===== src/rtl/pp_link_pkg.sv =====
package pp_link_pkg;

    typedef enum logic [2:0] {
        LK_IDLE,
        LK_START,
        LK_ADDR,
        LK_WDATA,
        LK_RDATA,
        LK_STOP
    } lk_state_e;

    // index of the parity slot inside a 9-slot byte
    localparam logic [3:0] PAR_SLOT = 4'd8;

    function automatic logic even_par(input logic [7:0] b);
        return ^b;
    endfunction

endpackage


===== src/rtl/pp_bit_timer.sv =====
module pp_bit_timer #(
    parameter int DIV_W = 8,
    parameter int DLY_W = 3
) (
    input  logic             clk,
    input  logic             rst_n,
    input  logic             load,
    input  logic             run,
    input  logic [DIV_W-1:0] div_in,
    input  logic [DLY_W-1:0] dly_in,
    output logic             scl_hi,
    output logic             chg,
    output logic             samp,
    output logic             slot_end
);
    logic [DIV_W-1:0] per_q, low_q, chg_q, cnt_q;
    logic [DIV_W-1:0] per_n, low_n, dly_ext;

    always_comb begin
        per_n   = (div_in < DIV_W'(2)) ? DIV_W'(2) : div_in;
        low_n   = per_n - (per_n >> 1);
        dly_ext = DIV_W'(dly_in);
    end

    always_ff @(posedge clk or negedge rst_n) begin
        if (!rst_n) begin
            per_q <= DIV_W'(2);
            low_q <= DIV_W'(1);
            chg_q <= '0;
            cnt_q <= '0;
        end else if (load) begin
            per_q <= per_n;
            low_q <= low_n;
            chg_q <= (dly_ext < low_n) ? dly_ext : (low_n - DIV_W'(1));
            cnt_q <= '0;
        end else if (run) begin
            cnt_q <= slot_end ? '0 : (cnt_q + DIV_W'(1));
        end
    end

    assign slot_end = (cnt_q == (per_q - DIV_W'(1)));
    assign scl_hi   = (cnt_q >= low_q);
    assign chg      = (cnt_q >= chg_q);
    assign samp     = (cnt_q == low_q);
endmodule


===== src/rtl/pp_tx_bit.sv =====
module pp_tx_bit #(
    parameter int LEN_W = 3
) (
    input  logic                  use_addr,
    input  logic                  force_zero,
    input  logic [7:0]            addr,
    input  logic [(8<<LEN_W)-1:0] wbytes,
    input  logic [LEN_W-1:0]      byte_idx,
    input  logic [3:0]            bit_idx,
    output logic                  bit_out
);
    import pp_link_pkg::*;

    logic [7:0] cur;

    always_comb begin
        cur = use_addr ? addr : wbytes[{byte_idx, 3'b000} +: 8];
        if (force_zero)
            bit_out = 1'b0;
        else if (bit_idx == PAR_SLOT)
            bit_out = even_par(cur);
        else
            bit_out = cur[3'd7 - bit_idx[2:0]];
    end
endmodule


===== src/rtl/pp_rx_collect.sv =====
module pp_rx_collect #(
    parameter int LEN_W = 3
) (
    input  logic                  clk,
    input  logic                  rst_n,
    input  logic                  clear,
    input  logic                  sample_en,
    input  logic [LEN_W-1:0]      byte_idx,
    input  logic [3:0]            bit_idx,
    input  logic                  line_in,
    output logic [(8<<LEN_W)-1:0] rbytes,
    output logic                  par_err
);
    import pp_link_pkg::*;

    always_ff @(posedge clk or negedge rst_n) begin
        if (!rst_n) begin
            rbytes  <= '0;
            par_err <= 1'b0;
        end else if (clear) begin
            rbytes  <= '0;
            par_err <= 1'b0;
        end else if (sample_en) begin
            if (bit_idx == PAR_SLOT) begin
                if (line_in != even_par(rbytes[{byte_idx, 3'b000} +: 8]))
                    par_err <= 1'b1;
            end else begin
                rbytes[{byte_idx, 3'd7 - bit_idx[2:0]}] <= line_in;
            end
        end
    end
endmodule


===== src/rtl/pushpull_link_master.sv =====
module pushpull_link_master #(
    parameter int DIV_W = 8,
    parameter int DLY_W = 3,
    parameter int LEN_W = 3
) (
    input  logic                  clk,
    input  logic                  rst_n,
    input  logic                  start,
    input  logic                  abort,
    input  logic                  rd_nwr,
    input  logic [7:0]            reg_addr,
    input  logic [LEN_W-1:0]      len_m1,
    input  logic [(8<<LEN_W)-1:0] wdata,
    input  logic [DIV_W-1:0]      div_val,
    input  logic [DLY_W-1:0]      out_dly,
    input  logic                  sda_i,
    output logic                  scl_o,
    output logic                  sda_o,
    output logic                  sda_oe,
    output logic                  busy,
    output logic                  done,
    output logic                  err,
    output logic [(8<<LEN_W)-1:0] rdata
);
    import pp_link_pkg::*;

    localparam int DATA_W = 8 << LEN_W;

    lk_state_e         state_q, state_n;
    logic [3:0]        bit_q;
    logic [LEN_W-1:0]  byte_q, len_q;
    logic [7:0]        addr_q;
    logic [DATA_W-1:0] wd_q;
    logic              rd_q, prev_q, done_q, err_q;

    logic scl_hi, chg, samp, slot_end;
    logic tx_bit, perr;
    logic accept, abort_hit, last_bit;

    assign accept    = start && (state_q == LK_IDLE);
    assign abort_hit = abort && (state_q != LK_IDLE);
    assign last_bit  = (bit_q == PAR_SLOT);

    pp_bit_timer #(.DIV_W(DIV_W), .DLY_W(DLY_W)) u_timer (
        .clk      (clk),
        .rst_n    (rst_n),
        .load     (accept),
        .run      (state_q != LK_IDLE),
        .div_in   (div_val),
        .dly_in   (out_dly),
        .scl_hi   (scl_hi),
        .chg      (chg),
        .samp     (samp),
        .slot_end (slot_end)
    );

    pp_tx_bit #(.LEN_W(LEN_W)) u_tx (
        .use_addr   (state_q == LK_ADDR),
        .force_zero (state_q == LK_STOP),
        .addr       (addr_q),
        .wbytes     (wd_q),
        .byte_idx   (byte_q),
        .bit_idx    (bit_q),
        .bit_out    (tx_bit)
    );

    pp_rx_collect #(.LEN_W(LEN_W)) u_rx (
        .clk       (clk),
        .rst_n     (rst_n),
        .clear     (accept),
        .sample_en ((state_q == LK_RDATA) && samp),
        .byte_idx  (byte_q),
        .bit_idx   (bit_q),
        .line_in   (sda_i),
        .rbytes    (rdata),
        .par_err   (perr)
    );

    // next-state logic
    always_comb begin
        state_n = state_q;
        if (abort_hit) begin
            state_n = LK_IDLE;
        end else begin
            unique case (state_q)
                LK_IDLE:  if (start) state_n = LK_START;
                LK_START: if (slot_end) state_n = LK_ADDR;
                LK_ADDR:  if (slot_end && last_bit)
                              state_n = rd_q ? LK_RDATA : LK_WDATA;
                LK_WDATA,
                LK_RDATA: if (slot_end && last_bit && (byte_q == len_q))
                              state_n = LK_STOP;
                LK_STOP:  if (slot_end) state_n = LK_IDLE;
                default:  state_n = LK_IDLE;
            endcase
        end
    end

    // state register, slot counters and result pulses
    always_ff @(posedge clk or negedge rst_n) begin
        if (!rst_n) begin
            state_q <= LK_IDLE;
            bit_q   <= '0;
            byte_q  <= '0;
            len_q   <= '0;
            addr_q  <= '0;
            wd_q    <= '0;
            rd_q    <= 1'b0;
            prev_q  <= 1'b1;
            done_q  <= 1'b0;
            err_q   <= 1'b0;
        end else begin
            state_q <= state_n;
            done_q  <= 1'b0;
            err_q   <= 1'b0;
            if (accept) begin
                addr_q <= reg_addr;
                wd_q   <= wdata;
                rd_q   <= rd_nwr;
                len_q  <= len_m1;
                bit_q  <= '0;
                byte_q <= '0;
            end
            if (abort_hit) begin
                err_q <= 1'b1;
            end else if (slot_end) begin
                unique case (state_q)
                    LK_START: prev_q <= 1'b0;
                    LK_ADDR, LK_WDATA: begin
                        prev_q <= tx_bit;
                        if (last_bit) begin
                            bit_q <= '0;
                            if (state_q == LK_WDATA) byte_q <= byte_q + 1'b1;
                        end else begin
                            bit_q <= bit_q + 4'd1;
                        end
                    end
                    LK_RDATA: begin
                        prev_q <= 1'b0;
                        if (last_bit) begin
                            bit_q  <= '0;
                            byte_q <= byte_q + 1'b1;
                        end else begin
                            bit_q <= bit_q + 4'd1;
                        end
                    end
                    LK_STOP: begin
                        prev_q <= 1'b0;
                        done_q <= !perr;
                        err_q  <= perr;
                    end
                    default: prev_q <= prev_q;
                endcase
            end
        end
    end

    // pin outputs
    always_comb begin
        unique case (state_q)
            LK_IDLE: begin
                scl_o = 1'b1; sda_o = 1'b1; sda_oe = 1'b1;
            end
            LK_START: begin
                scl_o = 1'b1; sda_o = !scl_hi; sda_oe = 1'b1;
            end
            LK_RDATA: begin
                scl_o = scl_hi; sda_o = 1'b1; sda_oe = 1'b0;
            end
            default: begin
                scl_o = scl_hi; sda_o = chg ? tx_bit : prev_q; sda_oe = 1'b1;
            end
        endcase
    end

    assign busy = (state_q != LK_IDLE);
    assign done = done_q;
    assign err  = err_q;
endmodule


===== config.mk =====
export PLATFORM = sky130hd
export DESIGN_NAME = pushpull_link_master
export DESIGN_NICKNAME = d
export VERILOG_FILES = /design/src/rtl/pp_link_pkg.sv /design/src/rtl/pp_bit_timer.sv /design/src/rtl/pp_tx_bit.sv /design/src/rtl/pp_rx_collect.sv /design/src/rtl/pushpull_link_master.sv
export SDC_FILE = /design/constraint.sdc
export NUM_CORES = 1
export LEC_CHECK = 0
export BUFFER_PORTS_ARGS = -buffer_cell sky130_fd_sc_hd__buf_4
export CORE_ASPECT_RATIO = 0.75
export CORE_MARGIN = 4
export CORE_UTILIZATION = 58
export CTS_CLUSTER_SIZE = 8
export DETAILED_ROUTE_END_ITERATION = 8
export GPL_TIMING_DRIVEN = 0
export PLACE_DENSITY = 0.87
export SLEW_MARGIN = 5
export SYNTH_ARGS = -nofsm -noshare
export SYNTH_HDL_FRONTEND = slang
export SYNTH_SLANG_ARGS = --single-unit

===== constraint.sdc =====
create_clock -name clk -period 2.7 [get_ports clk]
set_input_delay 0.27 -clock clk [delete_from_list [all_inputs] [get_ports clk]]
set_output_delay 0.27 -clock clk [all_outputs]
set_load 0.005 [all_outputs]

==> impl_metrics.py, run 1 <==
metrics = {
    "detailed_routing": {
        "ant_nets": 0,
        "drc": 0,
        "vias": 10800,
        "wl_per_cell_um": 21.3,
        "routed_wl_um": 36400,
        "viasPerCell": 6.33,
        "drtIter0Drc": 1698,
        "dr.pass1.iters": 7,
    },
    "die": {
        "die_y_um": 126,
        "core_area_sq_mm": 0.0179,
        "start_util_pct": 60.0,
        "die_area_sq_mm": 0.0208,
        "die_x_um": 165,
        "boundaryPins": 162,
        "row_count": 42,
    },
    "logic_synthesis": {
        "synth_nets": 1374,
        "ys_warn_count": 0,
        "synth_area_sq_mm": 0.0107,
        "synthCells": 1248,
        "yosysSeqAreaShare_pct": 43.4,
        "post_synth_num_cell_types": 79,
        "async_flop_share_pct": 100,
        "synthFlopType": "dfrtp_1",
        "yosys_register_bits": 186,
        "synth-edff-count": 0,
        "synth_area_per_cell_sq_um": 8.61,
    },
    "worst_setup_path": {
        "cp_slowest_cell": "mux4_2",
        "critPathArrivalTime_ns": 3.25,
        "crit_family": "multiplexers",
        "required_ns": 2.43,
        "critPathLaunch": "byte_q[0]$_DFF_PN0_",
        "start_kind": "flip-flop",
        "ff2ff_setup_slack_ns": -0.12,
        "reg2reg_from": "byte_q[0]$_DFF_PN0_",
        "critPathCapture": "sda_o",
        "crit_fanout": 7,
        "cp.depth": 12,
        "max_stage_delay_ns": 0.50,
        "r2r_end": "u_rx.par_err$_DFFE_PN0P_",
        "rr_worst_depth": 12,
        "end_kind": "primary output",
        "path_cells": "buf_8, buf_12, buf_4, nand2b_1, mux4_2, a31oi_4, xor2_1, xnor2_2, xnor2_2, mux2i_4, o22ai_2, buf_4",
        "crit_buf_inv": 4,
        "critPathKind": "reg -> out",
    },
    "global_route": {
        "top_usage_layer": "met2",
        "grt_max_degree": 118,
        "grt_pass1_wl_um": 55500,
        "grt_remaining_overflow": 0,
        "gr-usage-met3_pct": 10.4,
        "grtUsageTotal_pct": 34.3,
        "use_met1_pct": 47.2,
        "grt_pass1_vias": 10400,
        "antenna_found_initial": 0,
        "grtUsageMet2_pct": 51.0,
    },
    "timing": {
        "max_freq_mhz": 284,
        "timing.final.crit_share_pct": 130,
        "finClkSkew_ns": 0.00985,
        "slew_violations": 0,
        "period_needed_ns": 3.52,
        "finalSetupViolCount": 4,
        "timing.final.ws_setup_ns": -0.823,
        "hold_violations": 0,
        "rsz0062_at_grt": "yes",
        "worstMarginPinSlew_ns": 0.752,
        "slew_headroom_pct": 49.7,
    },
    "layout": {
        "syn2layout_area_growth_pct": 27.2,
        "final.fill_count": 1143,
        "seqCellArea_sq_mm": 0.00467,
        "diodes": 0,
        "multi_input_area_sq_mm": 0.00604,
        "post-route-util_pct": 76.3,
        "final_nets": 1585,
        "drive_above_1_share_pct": 24.2,
        "fin_area_sq_mm": 0.0137,
    },
    "clocking": {
        "clk_path_buf_depth": 2,
        "root_buffer": "clkbuf_16",
        "htreeDepth": 4,
        "cts.sinks": 186,
        "clk_pin_slew_ns": 0.07,
        "cts_tree": "built",
        "clock_latency_ns": 0.45,
        "numCtsBuffers": 17,
    },
    "power": {
        "p_leak_nw": 6.47,
        "ir_worst_vdd_mv": 0.524,
        "power.density_mw_per_mm2": 825,
    },
    "placement": {
        "hpwlAfterDp_um": 24100,
        "io_buffers": 161,
        "globalplace.congestion": 0.958,
        "place_area_sq_mm": 0.0123,
    },
    "status": {
        "violations": "setup timing",
        "outcome": "finished with violations",
    },
    "hold_path": {
        "hold_class": "in -> reg",
    },
    "job": {
        "drv_cap": 0,
    },
}
-- timing repair --
action                                  CTS  global route
pin swaps                                18            29
endpoints found under the setup margin   96            91
resized for setup                        43           105
gates cloned                              1             0
buffers inserted                         17            14
hold buffers                              1             0
hold endpoints to repair                 66             0
-- worst reg2reg max path, cell delays in order, from the launching register on --
cell       delay, ns
dfrtp_2         0.40
buf_8           0.15
buf_12          0.14
buf_12          0.13
buf_6           0.19
mux2i_1         0.34
o2bb2ai_1       0.14
nor2_1          0.15
nor2_1          0.06
o21ai_0         0.14
o221ai_1        0.24
xor3_1          0.48
o21ai_1         0.17
-- layout make-up --
| cell class | instances | area share, % |
|---|---|---|
| well taps | 242 | 2.22 |
| inverters | 37 | 1.08 |
| clock buffers | 18 | 3.14 |
| repair buffers | 195 | 11.3 |
| flip-flops and latches | 186 | 34.2 |
| plain buffers | 74 | 2.94 |
| multi-input cells | 948 | 44.2 |
| clock inverters | 11 | 1.03 |
-- cells in the final DEF, fill, tap and decap left out, drive strengths merged, types with 13 or more instances in the layout --
cell type | netlist | layout
a21oi | 55 | 55
a22oi | 14 | 14
and3b | 13 | 13
buf | 16 | 207
clkbuf | 61 | 78
dfrtp | 183 | 183
ha | 33 | 33
inv | 37 | 41
mux2i | 67 | 67
nand2 | 340 | 340
nand2b | 15 | 15
nand3 | 35 | 35
nor2 | 121 | 121
o21ai | 71 | 71
xnor2 | 13 | 13
xor2 | 18 | 18
-- how the worst min path moves through the flow --
stage | start | to | slack, ns | cells after the start
after CTS | wdata[49] | wd_q[49]$_DFFE_PN0P_ | 0.01 | 3
after global routing | wdata[26] | wd_q[26]$_DFFE_PN0P_ | 0.009 | 3
after global placement | wd_q[26]$_DFFE_PN0P_ | wd_q[26]$_DFFE_PN0P_ | 0.45 | 2
after floorplan | rst_n | addr_q[0]$_DFFE_PN0P_ | -0.03 | 0
after detailed placement | rst_n | u_timer.per_q[2]$_DFFE_PN0P_ | 0.26 | 1
final | wdata[49] | wd_q[49]$_DFFE_PN0P_ | 0.001 | 3
-- layer usage --
layer / routed length (um) / vias to the layer above
met4: 1630 / 0
met2: 16200 / 856
li1: - / 4660
met1: 13800 / 5119
met3: 4790 / 193
met5: 0 / -
-- sequential cells by signal (all words and copies together), names as in the netlist, 4 cells and up --
name,count
wd_q,64
u_timer.low_q,8
addr_q,8
bit_q,4
u_timer.chg_q,8
u_timer.per_q,8
u_rx.rbytes,64
u_timer.cnt_q,8
-- cells in the mapped netlist, drive strengths merged, types with 3 or more instances --
library cell	number	area, sq um
and3	11	68.8
a22o	4	35.0
a31oi	6	77.6
a21o	3	22.5
nor4	4	31.3
o2bb2ai	3	26.3
nor4b	3	26.3
nor3b	6	66.3
or3	3	18.8
dfrtp	183	4580
mux4	8	180
and3b	13	114
nand4	9	56.3
nand2b	15	93.8
mux2	5	56.3
o22ai	4	25.0
xnor2	13	121
a211oi	4	30.0
nor2b	11	68.8
nor3	9	50.1
o31ai	9	67.6
o211ai	7	52.6
o21ai	71	355
nand3	35	175
nand2	340	1280
nor2	121	454
xor2	18	158
ha	33	413
a21oi	55	275
a22oi	14	105
buf	16	131
and2	5	31.3
dfstp	3	78.8
o311ai	3	26.3
clkbuf	61	230
mux2i	67	671
inv	37	139
-- report_power, final --
group	internal, mW	total (mW)	leakage (nW)	switching (mW)
clock	1.37	2.54	0.280	1.17
combinational	1.81	4.56	3.77	2.74
sequential	3.55	4.17	2.42	0.619
total	6.74	11.3	6.47	4.53
-- per-stage QoR --
stage	TNS [ns]	total power, mW	hold WS (ns)	cells	worst slack, ns
after global routing	-1.76	11.8	0.00937	1711	-0.846
after global placement	-14.96	7.59	0.453	1651	-0.599
after detailed placement	-20.90	7.81	0.260	1652	-0.687
final	-1.02	11.3	0.00146	1711	-0.823
after CTS	-0.745	10.6	0.00978	1699	-0.745
after floorplan	0	6.59	-0.0256	1248	0.0145
-- cells by family (layout without fill, tap and decap cells) --
group	count (synthesis)	count (layout)	share of synthesized area (%)
and+or+nand+nor	597	597	24.5
AOI/OAI and AO/OA	204	204	12.0
DFF	186	186	43.4
buffers and inverters	114	335	4.66
muxes	80	80	8.44
adders and majority gates	34	34	4.03
xor gates and xnor gates	33	33	3.03
Note: power is estimated with default switching activity, not from simulation.
==> run 2, diff against run 1 <==
--- a/config.mk
+++ b/config.mk
@@ -8,11 +8,11 @@
 export BUFFER_PORTS_ARGS = -buffer_cell sky130_fd_sc_hd__buf_4
 export CORE_ASPECT_RATIO = 0.75
 export CORE_MARGIN = 4
-export CORE_UTILIZATION = 58
+export CORE_UTILIZATION = 50
 export CTS_CLUSTER_SIZE = 8
 export DETAILED_ROUTE_END_ITERATION = 8
 export GPL_TIMING_DRIVEN = 0
-export PLACE_DENSITY = 0.87
+export PLACE_DENSITY = 0.8
 export SLEW_MARGIN = 5
 export SYNTH_ARGS = -nofsm -noshare
 export SYNTH_HDL_FRONTEND = slang
==> constraint.sdc (replaced) <==
create_clock -name clk -period 3.1 [get_ports clk]
set_input_delay 0.31 -clock clk [delete_from_list [all_inputs] [get_ports clk]]
set_output_delay 0.31 -clock clk [all_outputs]
set_load 0.005 [all_outputs]
==> impl_metrics.py, run 2 (synthesis results as in run 1) <==
metrics = {
    "detailed_routing": {
        "routed_wl_um": 33200,
        "ant_nets": 0,
        "wl_per_cell_um": 19.1,
        "vias": 10100,
        "drc": 0,
        "drtIter0Drc": 1236,
        "viasPerCell": 5.82,
        "dr.pass1.iters": 5,
    },
    "timing": {
        "hold_violations": 0,
        "setup_tns_ns": -0.389,
        "finClkSkew_ns": 0.00898,
        "timing.final.crit_share_pct": 113,
        "worstMarginPinSlew_ns": 0.705,
        "slew_headroom_pct": 52.8,
        "timing.final.ws_setup_ns": -0.389,
        "rsz0062_at_grt": "yes",
        "hold_ws_ns": 0.0513,
        "slew_violations": 0,
        "period_needed_ns": 3.49,
        "max_freq_mhz": 287,
        "finalSetupViolCount": 1,
    },
    "layout": {
        "stdcell_count": 1737,
        "drive_above_1_share_pct": 18.2,
        "multi_input_area_sq_mm": 0.00571,
        "top_regs": "u_rx.rbytes (64), wd_q (64)",
        "diodes": 0,
        "seqCellArea_sq_mm": 0.00466,
        "post-route-util_pct": 62.3,
        "final_nets": 1562,
        "layout_common_cells": "nand2_1 (340), dfrtp_1 (182), buf_4 (168)",
        "syn2layout_area_growth_pct": 22.5,
        "final.fill_count": 1750,
        "final_common_cell": "nand2_1",
    },
    "global_route": {
        "gr-usage-met3_pct": 6.49,
        "grt_pass1_vias": 9829,
        "grt_remaining_overflow": 0,
        "use_met1_pct": 40.4,
        "grt_pass1_wl_um": 52200,
        "grtUsageTotal_pct": 27.7,
        "antenna_found_initial": 0,
        "grt_max_degree": 103,
        "top_usage_layer": "met2",
        "grtUsageMet2_pct": 41.3,
    },
    "status": {
        "violations": "setup timing",
        "outcome": "finished with violations",
    },
    "clocking": {
        "clk_pin_slew_ns": 0.07,
        "clk_path_buf_depth": 2,
        "cts.sinks": 186,
        "root_buffer": "clkbuf_16",
        "htreeDepth": 4,
        "cts_tree": "built",
        "clock_latency_ns": 0.45,
        "numCtsBuffers": 17,
    },
    "worst_setup_path": {
        "critPathArrivalTime_ns": 3.18,
        "start_kind": "flip-flop",
        "required_ns": 2.79,
        "end_kind": "primary output",
        "critPathKind": "reg -> out",
        "crit_fanout": 8,
    },
    "placement": {
        "io_buffers": 161,
        "place_ws_ns": -0.320,
        "dp.cells": 1698,
        "hpwlAfterDp_um": 24200,
        "globalplace.congestion": 0.951,
    },
    "power": {
        "seqPwrFrac_pct": 38.5,
        "comb_power_share_pct": 37.0,
        "ir_worst_vdd_mv": 0.440,
        "swShare_pct": 38.9,
        "power.density_mw_per_mm2": 706,
        "power.internal_mw": 5.69,
        "share_clk_of_total_power_pct": 24.4,
        "p_switching_mw": 3.61,
        "p_leak_nw": 6.24,
    },
    "die": {
        "die_area_sq_mm": 0.0239,
        "start_util_pct": 50.9,
        "boundaryPins": 162,
        "core_area_sq_mm": 0.0211,
        "row_count": 46,
        "die_y_um": 135,
        "die_x_um": 177,
    },
    "hold_path": {
        "hold_class": "in -> reg",
    },
    "job": {
        "drv_cap": 0,
    },
}
[run 2: per-stage QoR]
stage | power, mW | area, sq um
floorplan | 5.74 | 10700
global placement | 6.65 | 12300
detailed placement | 6.81 | 12300
CTS | 9.20 | 13100
global route | 9.85 | 13200
finish | 9.30 | 13200
[run 2: per-layer routing]
metal,vias up,share of wire [%]
li1,4623,-
met1,4809,42
met2,614,45
met3,64,11
met4,0,2.2
met5,-,0
[run 2: worst paths after layout]
path,start,slack [ns],endpoint,cells past startpoint
min in group asynchronous,rst_n,0.43,u_rx.rbytes[22]$_DFFE_PN0P_,2
min,wdata[5],0.05,wd_q[5]$_DFFE_PN0P_,3
max in group asynchronous,rst_n,1.72,u_timer.per_q[1]$_DFFE_PN1P_,3
max,byte_q[0]$_DFF_PN0_,-0.39,sda_o,12
max reg2reg,u_timer.cnt_q[2]$_DFFE_PN0P_,0.17,u_rx.rbytes[28]$_DFFE_PN0P_,9
min reg2reg,wd_q[8]$_DFFE_PN0P_,0.48,wd_q[8]$_DFFE_PN0P_,2
[run 2: critical path, stage by stage (launching register included)]
cell	delay, ns
dfrtp_2	0.43
buf_8	0.14
buf_4	0.14
inv_1	0.33
and3_1	0.24
o21ai_1	0.07
a41oi_2	0.29
xnor3_1	0.39
xnor2_1	0.17
mux2i_1	0.09
buf_4	0.17
o22ai_4	0.13
buf_6	0.12
[run 2: final cells by class]
type / instances / share of cell area [%]
Buffer: 75 / 2.78
Clock buffer: 18 / 3.26
Clock inverter: 14 / 1.32
Inverter: 37 / 1.05
Multi-Input combinational cell: 948 / 43.4
Sequential cell: 186 / 35.4
Tap cell: 288 / 2.74
Timing Repair Buffer: 171 / 10.1
[run 2: power by group through the flow]
| stage | registers (mW) | logic, mW | clock network, mW |
|---|---|---|---|
| final | 3.58 | 3.44 | 2.27 |
| after global routing | 3.65 | 3.82 | 2.38 |
| after CTS | 3.57 | 3.35 | 2.28 |
| after detailed placement | 3.60 | 3.20 | 0 |
| after global placement | 3.57 | 3.07 | 0 |
| after floorplan | 3.42 | 2.31 | 0 |
[run 2: what timing repair did]
action,4_1_cts,5_1_grt
hold buffers,1,0
pin swaps,6,1
hold endpoints to repair,83,0
setup endpoints to repair,1,43
gates resized for setup,25,10
setup buffers,6,2
==> run 3, diff against run 2 <==
--- a/config.mk
+++ b/config.mk
@@ -5,13 +5,13 @@
 export SDC_FILE = /design/constraint.sdc
 export NUM_CORES = 1
 export LEC_CHECK = 0
-export BUFFER_PORTS_ARGS = -buffer_cell sky130_fd_sc_hd__buf_4
+export BUFFER_PORTS_ARGS = -buffer_cell sky130_fd_sc_hd__buf_2
 export CORE_ASPECT_RATIO = 0.75
 export CORE_MARGIN = 4
 export CORE_UTILIZATION = 50
 export CTS_CLUSTER_SIZE = 8
 export DETAILED_ROUTE_END_ITERATION = 8
-export GPL_TIMING_DRIVEN = 0
+export GPL_TIMING_DRIVEN = 1
 export PLACE_DENSITY = 0.8
 export SLEW_MARGIN = 5
 export SYNTH_ARGS = -nofsm -noshare
==> impl_metrics.py, run 3 (synthesis results as in run 1) <==
metrics = {
    "global_route": {
        "grt_pass1_wl_um": 48500,
        "grt_pass1_vias": 9280,
        "grt_max_degree": 85,
        "grtUsageTotal_pct": 25.3,
        "grt_remaining_overflow": 0,
        "antenna_found_initial": 0,
    },
    "detailed_routing": {
        "dr.pass1.iters": 5,
        "viasPerCell": 5.73,
        "drtIter0Drc": 1221,
        "ant_nets": 0,
        "routed_wl_um": 30500,
        "wl_per_cell_um": 17.9,
        "vias": 9757,
        "drc": 0,
    },
    "die": {
        "boundaryPins": 162,
        "core_area_sq_mm": 0.0211,
        "die_area_sq_mm": 0.0239,
        "die_y_um": 135,
        "start_util_pct": 50.9,
        "die_x_um": 177,
        "row_count": 46,
    },
    "timing": {
        "worstMarginPinSlew_ns": 0.683,
        "finalSetupViolCount": 1,
        "slew_headroom_pct": 54.5,
        "slew_violations": 0,
        "timing.final.crit_share_pct": 110,
        "period_needed_ns": 3.42,
        "rsz0062_at_grt": "yes",
        "setup_tns_ns": -0.319,
        "max_freq_mhz": 292,
        "timing.final.ws_setup_ns": -0.319,
        "hold_violations": 0,
        "hold_ws_ns": 0.0602,
        "finClkSkew_ns": 0.0118,
    },
    "layout": {
        "syn2layout_area_growth_pct": 18.3,
        "layout_common_cells": "nand2_1 (339), dfrtp_1 (182), buf_2 (161)",
        "final_common_cell": "nand2_1",
        "final.fill_count": 1817,
        "top_regs": "u_rx.rbytes (64), wd_q (64)",
        "post-route-util_pct": 60.2,
        "stdcell_count": 1703,
        "diodes": 0,
        "drive_above_1_share_pct": 20.1,
        "final_nets": 1529,
    },
    "job": {
        "drv_cap": 0,
    },
    "clocking": {
        "clk_path_buf_depth": 2,
        "cts_tree": "built",
        "htreeDepth": 4,
        "numCtsBuffers": 17,
        "cts.sinks": 186,
        "root_buffer": "clkbuf_16",
        "clock_latency_ns": 0.44,
        "clk_pin_slew_ns": 0.08,
    },
    "power": {
        "power.density_mw_per_mm2": 706,
        "ir_worst_vdd_mv": 0.405,
        "p_leak_nw": 6.18,
    },
    "hold_path": {
        "hold_class": "in -> reg",
    },
    "placement": {
        "dp.cells": 1662,
        "io_buffers": 161,
        "globalplace.congestion": 0.904,
        "place_ws_ns": -0.0915,
        "hpwlAfterDp_um": 22200,
    },
    "worst_setup_path": {
        "crit_fanout": 7,
        "critPathArrivalTime_ns": 3.11,
        "end_kind": "primary output",
        "required_ns": 2.79,
        "start_kind": "flip-flop",
        "critPathKind": "reg -> out",
    },
    "status": {
        "outcome": "finished with violations",
        "violations": "setup timing",
    },
}
[run 3: cell types whose count changed in the layout (fill, tap and decap cells not counted), sizes merged]
cell / before / now
clkbuf: 77 / 18
buf: 186 / 211
bufinv: 2 / 0
bufbuf: 0 / 1
clkinv: 3 / 4
clkinvlp: 0 / 1
inv: 46 / 45
[run 3: worst paths after layout]
kind | start | endpoint | slack, ns | cells past startpoint
max reg2reg | byte_q[0]$_DFF_PN0_ | u_rx.par_err$_DFFE_PN0P_ | 0.20 | 10
max in group asynchronous | rst_n | u_timer.cnt_q[4]$_DFFE_PN0P_ | 1.80 | 3
max | byte_q[0]$_DFF_PN0_ | sda_o | -0.32 | 11
min in group asynchronous | rst_n | u_rx.rbytes[23]$_DFFE_PN0P_ | 0.45 | 2
min | reg_addr[7] | addr_q[7]$_DFFE_PN0P_ | 0.06 | 3
min reg2reg | wd_q[19]$_DFFE_PN0P_ | wd_q[19]$_DFFE_PN0P_ | 0.47 | 2
[run 3: layout make-up]
| class | count | area, sq um | share of cell area, % |
|---|---|---|---|
| Clock buffer | 18 | 439 | 3.45 |
| Inverter | 37 | 139 | 1.09 |
| Sequential cell | 186 | 4660 | 36.6 |
| Timing Repair Buffer | 213 | 1310 | 10.3 |
| Multi-Input combinational cell | 948 | 5690 | 44.7 |
| Tap cell | 288 | 360 | 2.83 |
| Clock inverter | 13 | 126 | 0.994 |
[run 3: power by group]
group	total, mW	switching, mW	internal [mW]
Combinational	3.23	1.90	1.33
Sequential	3.62	0.534	3.09
Clock	2.12	1.04	1.08
[run 3: worst max-delay path, cell delays in order (launching register included)]
cell and delay (ns):
dfrtp_2 0.37, buf_6 0.14, buf_8 0.12, mux4_2 0.50, nor2_2 0.12, a2bb2oi_2 0.21
a21oi_2 0.07, xnor3_1 0.40, xnor2_1 0.15, mux2i_1 0.29, o22ai_2 0.14, buf_2 0.15
[run 3: per-layer routing]
metal	GRT usage, %	vias up	wire length (um)
li1	-	4553	-
met1	37.7	4659	13500
met2	38.2	483	13700
met3	5.23	62	2670
met4	6.35	0	540
met5	0	-	0
[run 3: stage by stage]
stage / total power [mW] / area [sq um]
after floorplan: 5.74 / 10700
after global placement: 6.59 / 11900
after detailed placement: 6.74 / 11900
after CTS: 8.96 / 12700
after global routing: 9.55 / 12700
final: 8.98 / 12700
[run 3: repair_timing]
item,CTS,global route
endpoints found under the hold margin,64,0
gates cloned,1,0
pin swaps,9,3
setup buffers,7,1
gates resized for setup,16,4
hold buffers,1,0
endpoints found under the setup margin,1,14
